<file path="config.mk">
export PLATFORM = sky130hd
export DESIGN_NAME = rxd_ring_engine
export DESIGN_NICKNAME = d
export VERILOG_FILES = /design/src/rtl/rxd_pkg.sv /design/src/rtl/rxd_ring_index.sv /design/src/rtl/rxd_packer.sv /design/src/rtl/rxd_ctrl.sv /design/src/rtl/rxd_ring_engine.sv
export SDC_FILE = /design/constraint.sdc
export NUM_CORES = 1
export LEC_CHECK = 0
export CAP_MARGIN = 30
export CORE_MARGIN = 2
export CORE_UTILIZATION = 45
export DETAILED_ROUTE_END_ITERATION = 10
export GPL_TIMING_DRIVEN = 0
export PLACE_DENSITY = 0.63
export SLEW_MARGIN = 15
export SYNTH_ARGS = -nofsm -noshare
export SYNTH_HDL_FRONTEND = slang
export SYNTH_HIERARCHICAL = 1
export SYNTH_SLANG_ARGS = --single-unit
</file>
<file path="constraint.sdc">
create_clock -name clk -period 8.43 [get_ports clk]
set_input_delay 2.1075 -clock clk [delete_from_list [all_inputs] [get_ports clk]]
set_output_delay 2.1075 -clock clk [all_outputs]
set_load 0.02 [all_outputs]
</file>
<file path="src/rtl/rxd_pkg.sv">
package rxd_pkg;

    localparam int MLEN_W   = 12;
    localparam int BLEN_W   = 16;
    localparam int BADDR_W  = 24;
    localparam int CODE_W   = 3;
    localparam int MAX_LOG2 = 7;
    localparam int LANES    = 4;

    // descriptor word 0: ownership, flags, buffer byte address
    typedef struct packed {
        logic               own;
        logic               err;
        logic [3:0]         rsv;
        logic               stp;
        logic               enp;
        logic [BADDR_W-1:0] baddr;
    } rxd_word0_t;

    // descriptor word 1: negative buffer size, received count
    typedef struct packed {
        logic [BLEN_W-1:0] blen;
        logic [3:0]        rsv;
        logic [MLEN_W-1:0] mlen;
    } rxd_word1_t;

    typedef enum logic [2:0] {
        S_RD0, S_RD1, S_CAP, S_RECV, S_DROP, S_ENDF, S_WB0, S_WB1
    } rxd_state_t;

    function automatic logic [MLEN_W-1:0] buf_bytes(input logic [BLEN_W-1:0] blen);
        logic [BLEN_W-1:0] pos;
        pos = ~blen + 16'd1;
        return pos[MLEN_W-1:0];
    endfunction

    function automatic logic [MAX_LOG2-1:0] ring_mask(input logic [CODE_W-1:0] code);
        logic [MAX_LOG2:0] one_hot;
        one_hot = (MAX_LOG2+1)'(1) << code;
        return MAX_LOG2'(one_hot - 1'b1);
    endfunction

endpackage

</file>
<file path="src/rtl/rxd_ring_index.sv">
module rxd_ring_index
    import rxd_pkg::*;
#(
    parameter int AW = 22
) (
    input  logic                clk,
    input  logic                rst,
    input  logic                advance,
    input  logic [31:0]         ring_ptr,
    output logic [MAX_LOG2-1:0] idx,
    output logic [AW-1:0]       desc_addr
);

    logic [CODE_W-1:0]   code;
    logic [MAX_LOG2-1:0] mask;
    logic [AW-1:0]       base;
    logic                unused_ptr;

    assign code       = ring_ptr[31:29];
    assign mask       = ring_mask(code);
    assign base       = ring_ptr[AW-1:0];
    assign unused_ptr = ^ring_ptr[28:AW];
    assign desc_addr  = base + AW'({idx, 1'b0});

    always_ff @(posedge clk) begin
        if (rst)
            idx <= '0;
        else if (advance)
            idx <= (idx + 1'b1) & mask;
    end

    p_idx_in_ring_r9: assert property (@(posedge clk) disable iff (rst)
        (idx & ~mask) == '0);
    p_wrap_r9: assert property (@(posedge clk) disable iff (rst)
        (advance && idx == mask) |=> idx == '0);
    p_step_r9: assert property (@(posedge clk) disable iff (rst)
        (advance && idx != mask) |=> idx == MAX_LOG2'($past(idx) + 1'b1));
    p_hold_r2: assert property (@(posedge clk) disable iff (rst)
        !advance |=> $stable(idx));

endmodule

</file>
<file path="src/rtl/rxd_packer.sv">
module rxd_packer
    import rxd_pkg::*;
#(
    parameter int AW = 22
) (
    input  logic              clk,
    input  logic              rst,
    input  logic              take,
    input  logic              start,
    input  logic              eop,
    input  logic [7:0]        din,
    input  logic [AW-1:0]     buf_word,
    input  logic [MLEN_W-1:0] size,
    output logic              flush_vld,
    output logic [AW-1:0]     flush_addr,
    output logic [31:0]       flush_data,
    output logic [MLEN_W-1:0] count
);

    logic [MLEN_W-1:0] base_cnt;
    logic [1:0]        lane;
    logic              room;
    logic              last;
    logic [31:0]       acc;
    logic [31:0]       acc_next;

    assign base_cnt = start ? '0 : count;
    assign lane     = base_cnt[1:0];
    assign room     = base_cnt < size;
    assign last     = (lane == 2'd3) || eop ||
                      ({1'b0, base_cnt} + 13'd1 == {1'b0, size});

    for (genvar l = 0; l < LANES; l++) begin : g_lane
        assign acc_next[8*l +: 8] = (lane == 2'(l)) ? din :
                                    (2'(l) > lane)  ? 8'h00 : acc[8*l +: 8];
    end

    always_ff @(posedge clk) begin
        if (rst) begin
            count      <= '0;
            acc        <= '0;
            flush_vld  <= 1'b0;
            flush_addr <= '0;
            flush_data <= '0;
        end else begin
            flush_vld <= 1'b0;
            if (take) begin
                if (room) begin
                    acc   <= acc_next;
                    count <= base_cnt + 1'b1;
                    if (last) begin
                        flush_vld  <= 1'b1;
                        flush_addr <= buf_word + AW'(base_cnt >> 2);
                        flush_data <= acc_next;
                    end
                end else begin
                    count <= base_cnt;
                end
            end
        end
    end

    p_no_overflow_r6: assert property (@(posedge clk) disable iff (rst)
        (take && !start) |-> count <= size);
    p_flush_in_buf_r6: assert property (@(posedge clk) disable iff (rst)
        flush_vld |-> (flush_addr - buf_word) < AW'(({1'b0, size} + 13'd3) >> 2));

endmodule

</file>
<file path="src/rtl/rxd_ctrl.sv">
module rxd_ctrl
    import rxd_pkg::*;
#(
    parameter int AW = 22
) (
    input  logic              clk,
    input  logic              rst,
    input  logic              rx_valid,
    input  logic              rx_sop,
    input  logic              rx_eop,
    input  logic              rx_crc_err,
    input  logic [AW-1:0]     desc_addr,
    input  logic [31:0]       mem_rdata,
    input  logic              flush_vld,
    input  logic [AW-1:0]     flush_addr,
    input  logic [31:0]       flush_data,
    input  logic [MLEN_W-1:0] pk_count,
    output logic              pk_take,
    output logic              pk_start,
    output logic              pk_eop,
    output logic [AW-1:0]     pk_buf_word,
    output logic [MLEN_W-1:0] pk_size,
    output logic              advance,
    output logic [AW-1:0]     mem_addr,
    output logic              mem_we,
    output logic [31:0]       mem_wdata,
    output logic              miss
);

    rxd_state_t state;
    rxd_word0_t c0, w0, d0;
    rxd_word1_t c1, w1, d1;
    logic [31:0] tmp0;
    logic        cache_vld, err_q, trunc;
    logic        polling, sop_now, owned;
    logic        unused_fields;

    assign polling  = (state == S_RD0) || (state == S_RD1) || (state == S_CAP);
    assign sop_now  = polling && rx_valid && rx_sop;
    assign owned    = cache_vld && c0.own;

    assign pk_start    = sop_now && owned;
    assign pk_take     = pk_start || (state == S_RECV && rx_valid);
    assign pk_eop      = rx_eop;
    assign pk_buf_word = pk_start ? AW'(c0.baddr >> 2) : AW'(w0.baddr >> 2);
    assign pk_size     = pk_start ? buf_bytes(c1.blen) : buf_bytes(w1.blen);
    assign advance     = (state == S_WB1);

    assign unused_fields = ^{c0.err, c0.rsv, c0.stp, c0.enp, c1.rsv, c1.mlen,
                             w0.own, w0.err, w0.rsv, w0.stp, w0.enp, w1.rsv, w1.mlen};

    always_comb begin
        d0       = '0;
        d0.err   = err_q;
        d0.stp   = 1'b1;
        d0.enp   = !trunc;
        d0.baddr = w0.baddr;
        d1       = '0;
        d1.blen  = w1.blen;
        d1.mlen  = pk_count;
    end

    always_comb begin
        mem_we    = 1'b0;
        mem_addr  = desc_addr;
        mem_wdata = '0;
        if (flush_vld) begin
            mem_we    = 1'b1;
            mem_addr  = flush_addr;
            mem_wdata = flush_data;
        end else begin
            case (state)
                S_RD1: mem_addr = desc_addr + 1'b1;
                S_WB0: begin
                    mem_we    = 1'b1;
                    mem_wdata = d0;
                end
                S_WB1: begin
                    mem_we    = 1'b1;
                    mem_addr  = desc_addr + 1'b1;
                    mem_wdata = d1;
                end
                default: ;
            endcase
        end
    end

    always_ff @(posedge clk) begin
        if (rst) begin
            state     <= S_RD0;
            cache_vld <= 1'b0;
            miss      <= 1'b0;
            c0        <= '0;
            c1        <= '0;
            w0        <= '0;
            w1        <= '0;
            tmp0      <= '0;
            err_q     <= 1'b0;
            trunc     <= 1'b0;
        end else begin
            miss <= 1'b0;
            if (sop_now) begin
                if (owned) begin
                    w0    <= c0;
                    w1    <= c1;
                    trunc <= 1'b0;
                    err_q <= rx_eop && rx_crc_err;
                    state <= rx_eop ? S_ENDF : S_RECV;
                end else begin
                    miss  <= 1'b1;
                    state <= rx_eop ? S_RD0 : S_DROP;
                end
            end else begin
                case (state)
                    S_RD0: state <= S_RD1;
                    S_RD1: begin
                        tmp0  <= mem_rdata;
                        state <= S_CAP;
                    end
                    S_CAP: begin
                        c0        <= rxd_word0_t'(tmp0);
                        c1        <= rxd_word1_t'(mem_rdata);
                        cache_vld <= 1'b1;
                        state     <= S_RD0;
                    end
                    S_RECV: if (rx_valid) begin
                        if (pk_count >= pk_size)
                            trunc <= 1'b1;
                        if (rx_eop) begin
                            err_q <= rx_crc_err;
                            state <= S_ENDF;
                        end
                    end
                    S_DROP: if (rx_valid && rx_eop) state <= S_RD0;
                    S_ENDF: state <= S_WB0;
                    S_WB0:  state <= S_WB1;
                    S_WB1: begin
                        cache_vld <= 1'b0;
                        state     <= S_RD0;
                    end
                    default: state <= S_RD0;
                endcase
            end
        end
    end

    p_miss_single_r2: assert property (@(posedge clk) disable iff (rst)
        miss |=> !miss);
    p_miss_no_write_r2: assert property (@(posedge clk) disable iff (rst)
        miss |-> !mem_we);
    p_flush_in_frame_r3: assert property (@(posedge clk) disable iff (rst)
        flush_vld |-> (state == S_RECV || state == S_ENDF));
    p_wb_pair_r5: assert property (@(posedge clk) disable iff (rst)
        (mem_we && state == S_WB0) |=> (mem_we && mem_addr == AW'($past(mem_addr) + 1'b1)));

endmodule

</file>
<file path="src/rtl/rxd_ring_engine.sv">
module rxd_ring_engine
    import rxd_pkg::*;
#(
    parameter int AW = 22
) (
    input  logic          clk,
    input  logic          rst,
    input  logic [31:0]   ring_ptr,
    input  logic          rx_valid,
    input  logic [7:0]    rx_data,
    input  logic          rx_sop,
    input  logic          rx_eop,
    input  logic          rx_crc_err,
    output logic [AW-1:0] mem_addr,
    output logic          mem_we,
    output logic [31:0]   mem_wdata,
    input  logic [31:0]   mem_rdata,
    output logic          rx_miss
);

    logic [MAX_LOG2-1:0] idx;
    logic [AW-1:0]       desc_addr;
    logic                advance;
    logic                pk_take, pk_start, pk_eop;
    logic [AW-1:0]       pk_buf_word;
    logic [MLEN_W-1:0]   pk_size, pk_count;
    logic                flush_vld;
    logic [AW-1:0]       flush_addr;
    logic [31:0]         flush_data;
    logic                unused_idx;

    assign unused_idx = ^idx;

    rxd_ring_index #(.AW(AW)) i_ring (
        .clk       (clk),
        .rst       (rst),
        .advance   (advance),
        .ring_ptr  (ring_ptr),
        .idx       (idx),
        .desc_addr (desc_addr)
    );

    rxd_packer #(.AW(AW)) i_pack (
        .clk        (clk),
        .rst        (rst),
        .take       (pk_take),
        .start      (pk_start),
        .eop        (pk_eop),
        .din        (rx_data),
        .buf_word   (pk_buf_word),
        .size       (pk_size),
        .flush_vld  (flush_vld),
        .flush_addr (flush_addr),
        .flush_data (flush_data),
        .count      (pk_count)
    );

    rxd_ctrl #(.AW(AW)) i_ctrl (
        .clk         (clk),
        .rst         (rst),
        .rx_valid    (rx_valid),
        .rx_sop      (rx_sop),
        .rx_eop      (rx_eop),
        .rx_crc_err  (rx_crc_err),
        .desc_addr   (desc_addr),
        .mem_rdata   (mem_rdata),
        .flush_vld   (flush_vld),
        .flush_addr  (flush_addr),
        .flush_data  (flush_data),
        .pk_count    (pk_count),
        .pk_take     (pk_take),
        .pk_start    (pk_start),
        .pk_eop      (pk_eop),
        .pk_buf_word (pk_buf_word),
        .pk_size     (pk_size),
        .advance     (advance),
        .mem_addr    (mem_addr),
        .mem_we      (mem_we),
        .mem_wdata   (mem_wdata),
        .miss        (rx_miss)
    );

endmodule

</file>
After elaboration in Yosys (flattened, before gate mapping)
Index checks and enable logic that the tools add are counted.
{"block": "classes", "addsub": 9, "shifts": 1, "n_mux": 39, "n_lt_le_gt_ge": 6, "n_reduce_logical": 34, "n_bitwise": 6, "n_eq_ne": 15}
{"op": "$mux 22", "count": 3}
{"op": "$mux 8", "count": 8}
{"op": "$pmux 32 s2", "count": 1}
{"op": "$add 12x1->12 const B", "count": 3}
{"op": "$mux 12", "count": 3}
{"op": "$mux 32", "count": 1}
{"op": "$not 12->12", "count": 2}
{"op": "$add 22x1->22 const B", "count": 1}
{"op": "$add 22x10->22", "count": 1}
{"op": "$add 22x8->22", "count": 1}
{"op": "$mux 3", "count": 7}
{"op": "$pmux 3 s7", "count": 1}
{"op": "$mux 1", "count": 14}
{"op": "$add 12x1->13 const B", "count": 1}
{"op": "$eq 13x12->1", "count": 1}
{"op": "$eq 3x3->1 const B", "count": 4}
{"op": "$ge 12x12->1", "count": 1}
{"op": "$lt 12x12->1", "count": 1}
{"op": "$reduce_and 2->1", "count": 5}
{"op": "$reduce_bool 2->1", "count": 5}
{"op": "$reduce_and 4->1", "count": 2}
{"op": "$reduce_or 2->1", "count": 4}
{"op": "$add 7x1->7 const B", "count": 1}
{"op": "$and 7x7->7", "count": 1}
{"op": "20 further kinds", "count": 38}
{"block": "word_totals", "regBits": 226, "output_inout_bits": 56, "in_bits": 78, "elab_cells": 127}

Logic depth before layout (Yosys ltp)
Gate-level depths: netlist (run 1).
{"block": "logic_depth", "word_depth": 12, "mapped_depth": 21, "ltp_nobuf": 17}

Cells and area by module
The synthesis (run 1) kept the hierarchy.
{"mod": "rxd_ctrl", "seq_area_each_um2": 2262.2, "n_inst": 1, "area_each_um2": 6187.2, "cells_each": 826}
{"mod": "rxd_packer", "seq_area_each_um2": 1821.7, "n_inst": 1, "area_each_um2": 5469.0, "cells_each": 646}
{"mod": "rxd_ring_index", "seq_area_each_um2": 140.1, "n_inst": 1, "area_each_um2": 937.1, "cells_each": 120}

Worst setup path before layout (run 1)
Ideal clock, no wire load.
{"block": "synth_timing", "path_type": "input to output", "from": "input ring_ptr[1]", "to": "output mem_addr[20]", "slack_ns": 1.311, "path_stages": 13, "required_time_ns": 6.323, "path_buffers": 1, "arrival_ns": 5.012, "path_cell_list": "ha_1 inv_1 fa_1 nand2b_1 a21oi_1 o21a_1 o21ai_1 xnor2_1 and4_1 nand4_1 clkbuf_1 or4_1 a31oi_1"}
{"block": "synth_between", "elab_chain_cells": 4}
{"item": "start: declaration", "line": "rxd_ring_engine.sv:8", "text": "input logic [31:0] ring_ptr,"}
{"item": "$add 22x8->22", "line": "rxd_ring_index.sv:23", "text": "assign desc_addr = base + AW'({idx, 1'b0});"}
{"item": "net desc_addr[9]", "line": "rxd_ring_engine.sv:22", "text": "logic [AW-1:0] desc_addr;"}
{"item": "$add 22x1->22", "line": "rxd_ctrl.sv:73, rxd_ctrl.sv:80"}
{"item": "$mux 22"}
{"item": "$mux 22", "line": "rxd_ctrl.sv:67", "text": "if (flush_vld) begin"}
{"item": "end: declaration", "line": "rxd_ring_engine.sv:14", "text": "output logic [AW-1:0] mem_addr,"}
The timed path passes the listed nets, and every way through them passes these cells.

Final worst setup path (run 1)
{"block": "layout_timing", "from": "input ring_ptr[1]", "to": "output mem_addr[14]"}
Same word-level chain as after synthesis.

==> flow_metrics.tcl, run 1 <==
set metrics [dict create \
    dieArea_um2 29300 \
    finalSetupViolations 0 \
    fmaxAchievable_mhz 122 \
    drtIter0Drc 886 \
    startpoint_type "input port" \
    clockRootBuffer "clkbuf_16" \
    slew_viol_final 0 \
    finClkSkew_ns 0.00856 \
    clock_latency_ns 0.53 \
    netlist_area_um2 12600 \
    finalHoldWorstSlack_ns 0.448 \
    clockBufferDepth 3 \
    overflow 0 \
    synth_fp_nets 1720 \
    rows 61 \
    cellPowerDensity_nw_per_um2 157 \
    ctsHoldBuffers 0 \
    wire_per_inst_um 19.8 \
    ys_ff_latch 211 \
    worstMarginPinSlew_ns 0.894 \
    core_area_um2 27700 \
    pin_count 134 \
    path_class "input port to output pin" \
    preCtsSetupSlack_ns -0.0209 \
    clkTransAtPathRegs_ns 0.06 \
    period_share_pct 97.1 \
    track_usage_pct 28.5 \
    chipHeight_um 171 \
    dpl-instance-area_um2 14300 \
    numCtsBuffers 24 \
    hold_path_class "register to register" \
    ant_nets 0 \
    fin_area_um2 15300 \
    ys_top_cells_by_area "dfxtp_1 (34%), nand2_1 (8.3%), a21oi_1 (5.7%)" \
    leakagePower_uw 0.00549 \
    drt-vias-per-instance 5.81 \
    outcome "complete, no violations" \
    drc 0 \
    synth_cell_types 77 \
    postSynth.asyncResetShare_pct 0 \
    synth.top_cell.area_share_pct 33.5 \
    grt_first_pass_wirelength_mm 65.1 \
    cts_sinks 211 \
    synth.yosys.seq_area_share_pct 33.5 \
    dp_hpwl_mm 32.5 \
    fill_cells 2700 \
    finalHoldViolCount 0 \
    layout_common_cells "nand2_1 (277), dfxtp_1 (211), a21oi_1 (143), clkdlybuf4s50_1 (124), clkbuf_1 (96)" \
    yosysTopAreaCell "dfxtp_1" \
    synth-main-ff-cell "dfxtp_1" \
    globalplace.congestion 0.977 \
    path_max_fanout 10 \
    yosys_warnings 6 \
    max_slew_margin_pct 40.3 \
    end_kind "output pin" \
    numPortBuffers 125 \
    drive_gt1_share_pct 6.75 \
    cp.required_ns 6.32 \
    cts_tree "done" \
    ir_worst_vdd_v 0.000122 \
    first_global_vias 11700 \
    drv_cap 0 \
    vias 12500 \
    rsz0062_at_grt "false" \
    syn_to_final_growth_pct 21.3 \
    nets 1874 \
    antenna_found_initial 1 \
    initial_utilization_pct 45.5 \
    synth_edf_count 0 \
    grt_max_degree 20 \
    synth_cells 1592 \
    finalCriticalPeriod_ns 8.19 \
    fin_ws_ns 0.241 \
    die_x_um 171 \
    tns_ns 0 \
    drtPass1Iterations 5 \
    h-tree-depth 1 \
    arrival_ns 6.08 \
    utilization_pct 55.1 \
    final_common_cell "nand2_1" \
    syn_area_per_cell_um2 7.91 \
    routed_wl_mm 42.4 \
]
[state kept, by name, indices dropped and copies added (netlist names), 3 cells and up]
signal	count
i_ctrl/c0	25
i_ctrl/c1	16
i_ctrl/d0	24
i_ctrl/d1	16
i_ctrl/state	3
i_ctrl/tmp0	25
i_pack/acc	24
i_pack/count	12
i_pack/flush_addr	22
i_pack/flush_data	32
i_ring/idx	7
[per-stage QoR]
stage	std cells	power, uW
after floorplan	1592	1140
after CTS	2140	2410
after global routing	2142	2470
after global placement	2095	1230
final	2143	2400
after detailed placement	2096	1240
[final timing paths]
kind | startpoint | to | slack (ns) | cells after the start
worst max-delay path | ring_ptr[1] | mem_addr[14] | 0.24 | 15
worst min-delay path | i_ctrl/tmp0[18]$_SDFFE_PP0P_ | i_ctrl/c0[18]$_SDFFE_PP0P_ | 0.45 | 2
worst max register to register | i_ctrl/state[0]$_SDFFE_PP0P_ | i_pack/flush_data[3]$_SDFFE_PP0P_ | 2.04 | 21
worst min register to register | i_ctrl/tmp0[18]$_SDFFE_PP0P_ | i_ctrl/c0[18]$_SDFFE_PP0P_ | 0.45 | 2
[report_power, final]
group / total (uW) / leakage, uW / switching [uW] / internal [uW]
logic: 197 / 0.00335 / 115 / 82.1
registers: 1020 / 0.00170 / 10.1 / 1010
clock network: 1180 / 0.000438 / 443 / 737
[critical path, cell delays in order]
cell	delay (ns)
clkdlybuf4s50_1	0.48
ha_1	0.20
inv_1	0.06
fa_1	0.40
nand2b_1	0.20
a21oi_2	0.20
o21a_1	0.17
o21ai_1	0.09
xnor2_2	0.26
and4_1	0.26
nand4_1	0.25
clkbuf_4	0.28
or3_1	0.31
a31oi_1	0.18
clkdlybuf4s50_1	0.63
[per-layer routing]
metal,wire (um),track usage (%),up-vias
met2,18700,45.4,417
met1,18900,38.0,5885
met4,1530,10.6,0
met5,0,0,-
li1,-,-,6061
met3,3260,5.91,91
[synthesized netlist by cell type (16+ instances only)]
cell type	n
nand2_1	277
dfxtp_1	211
a21oi_1	144
clkbuf_1	95
a211oi_1	73
o21ai_0	73
nor2_1	69
xnor2_1	51
ha_1	48
nand3_1	48
nor2b_1	42
inv_1	36
a22oi_1	32
mux2_2	31
mux2i_1	31
xor2_1	21
a31oi_1	20
nand4_1	20
and3_1	18
nor3_1	18
o211ai_1	18
a32oi_1	16
nand2b_1	16
[cell families after synthesis]
family / count (synthesis) / share of synthesized area [%]
AOI/OAI and AO/OA: 451 / 23.1
xor gates and xnor gates: 73 / 5.19
adders and majority gates: 51 / 5.17
buffers and inverters: 153 / 4.86
DFF: 211 / 33.5
muxes: 62 / 5.24
and+or+nand+nor: 591 / 22.9
[area by class of cell]
type	instances	area [um2]	share of cell area, %
Sequential cell	211	4220	27.7
Timing Repair Buffer	128	1280	8.39
Antenna cell	1	2.50	0.0164
Inverter	38	143	0.934
Clock inverter	12	194	1.27
Tap cell	378	473	3.10
Multi-Input combinational cell	1228	7780	51.0
Clock buffer	32	702	4.59
Buffer	115	473	3.10
[what timing repair did]
item                       in CTS  in global routing
setup buffers                   0                  1
pin swaps                       0                  1
gates resized for setup         1                  8
setup endpoints to repair       1                  6
Power figures use the tool's default switching activity.
==> run 2: changes to the inputs <==
--- a/config.mk
+++ b/config.mk
@@ -11,7 +11,7 @@
 export DETAILED_ROUTE_END_ITERATION = 10
 export GPL_TIMING_DRIVEN = 0
 export PLACE_DENSITY = 0.63
-export SLEW_MARGIN = 15
+export SLEW_MARGIN = 20
 export SYNTH_ARGS = -nofsm -noshare
 export SYNTH_HDL_FRONTEND = slang
 export SYNTH_HIERARCHICAL = 1
==> results of run 2 <==
No change in the layout: final DEF, timing and power equal those of run 1.
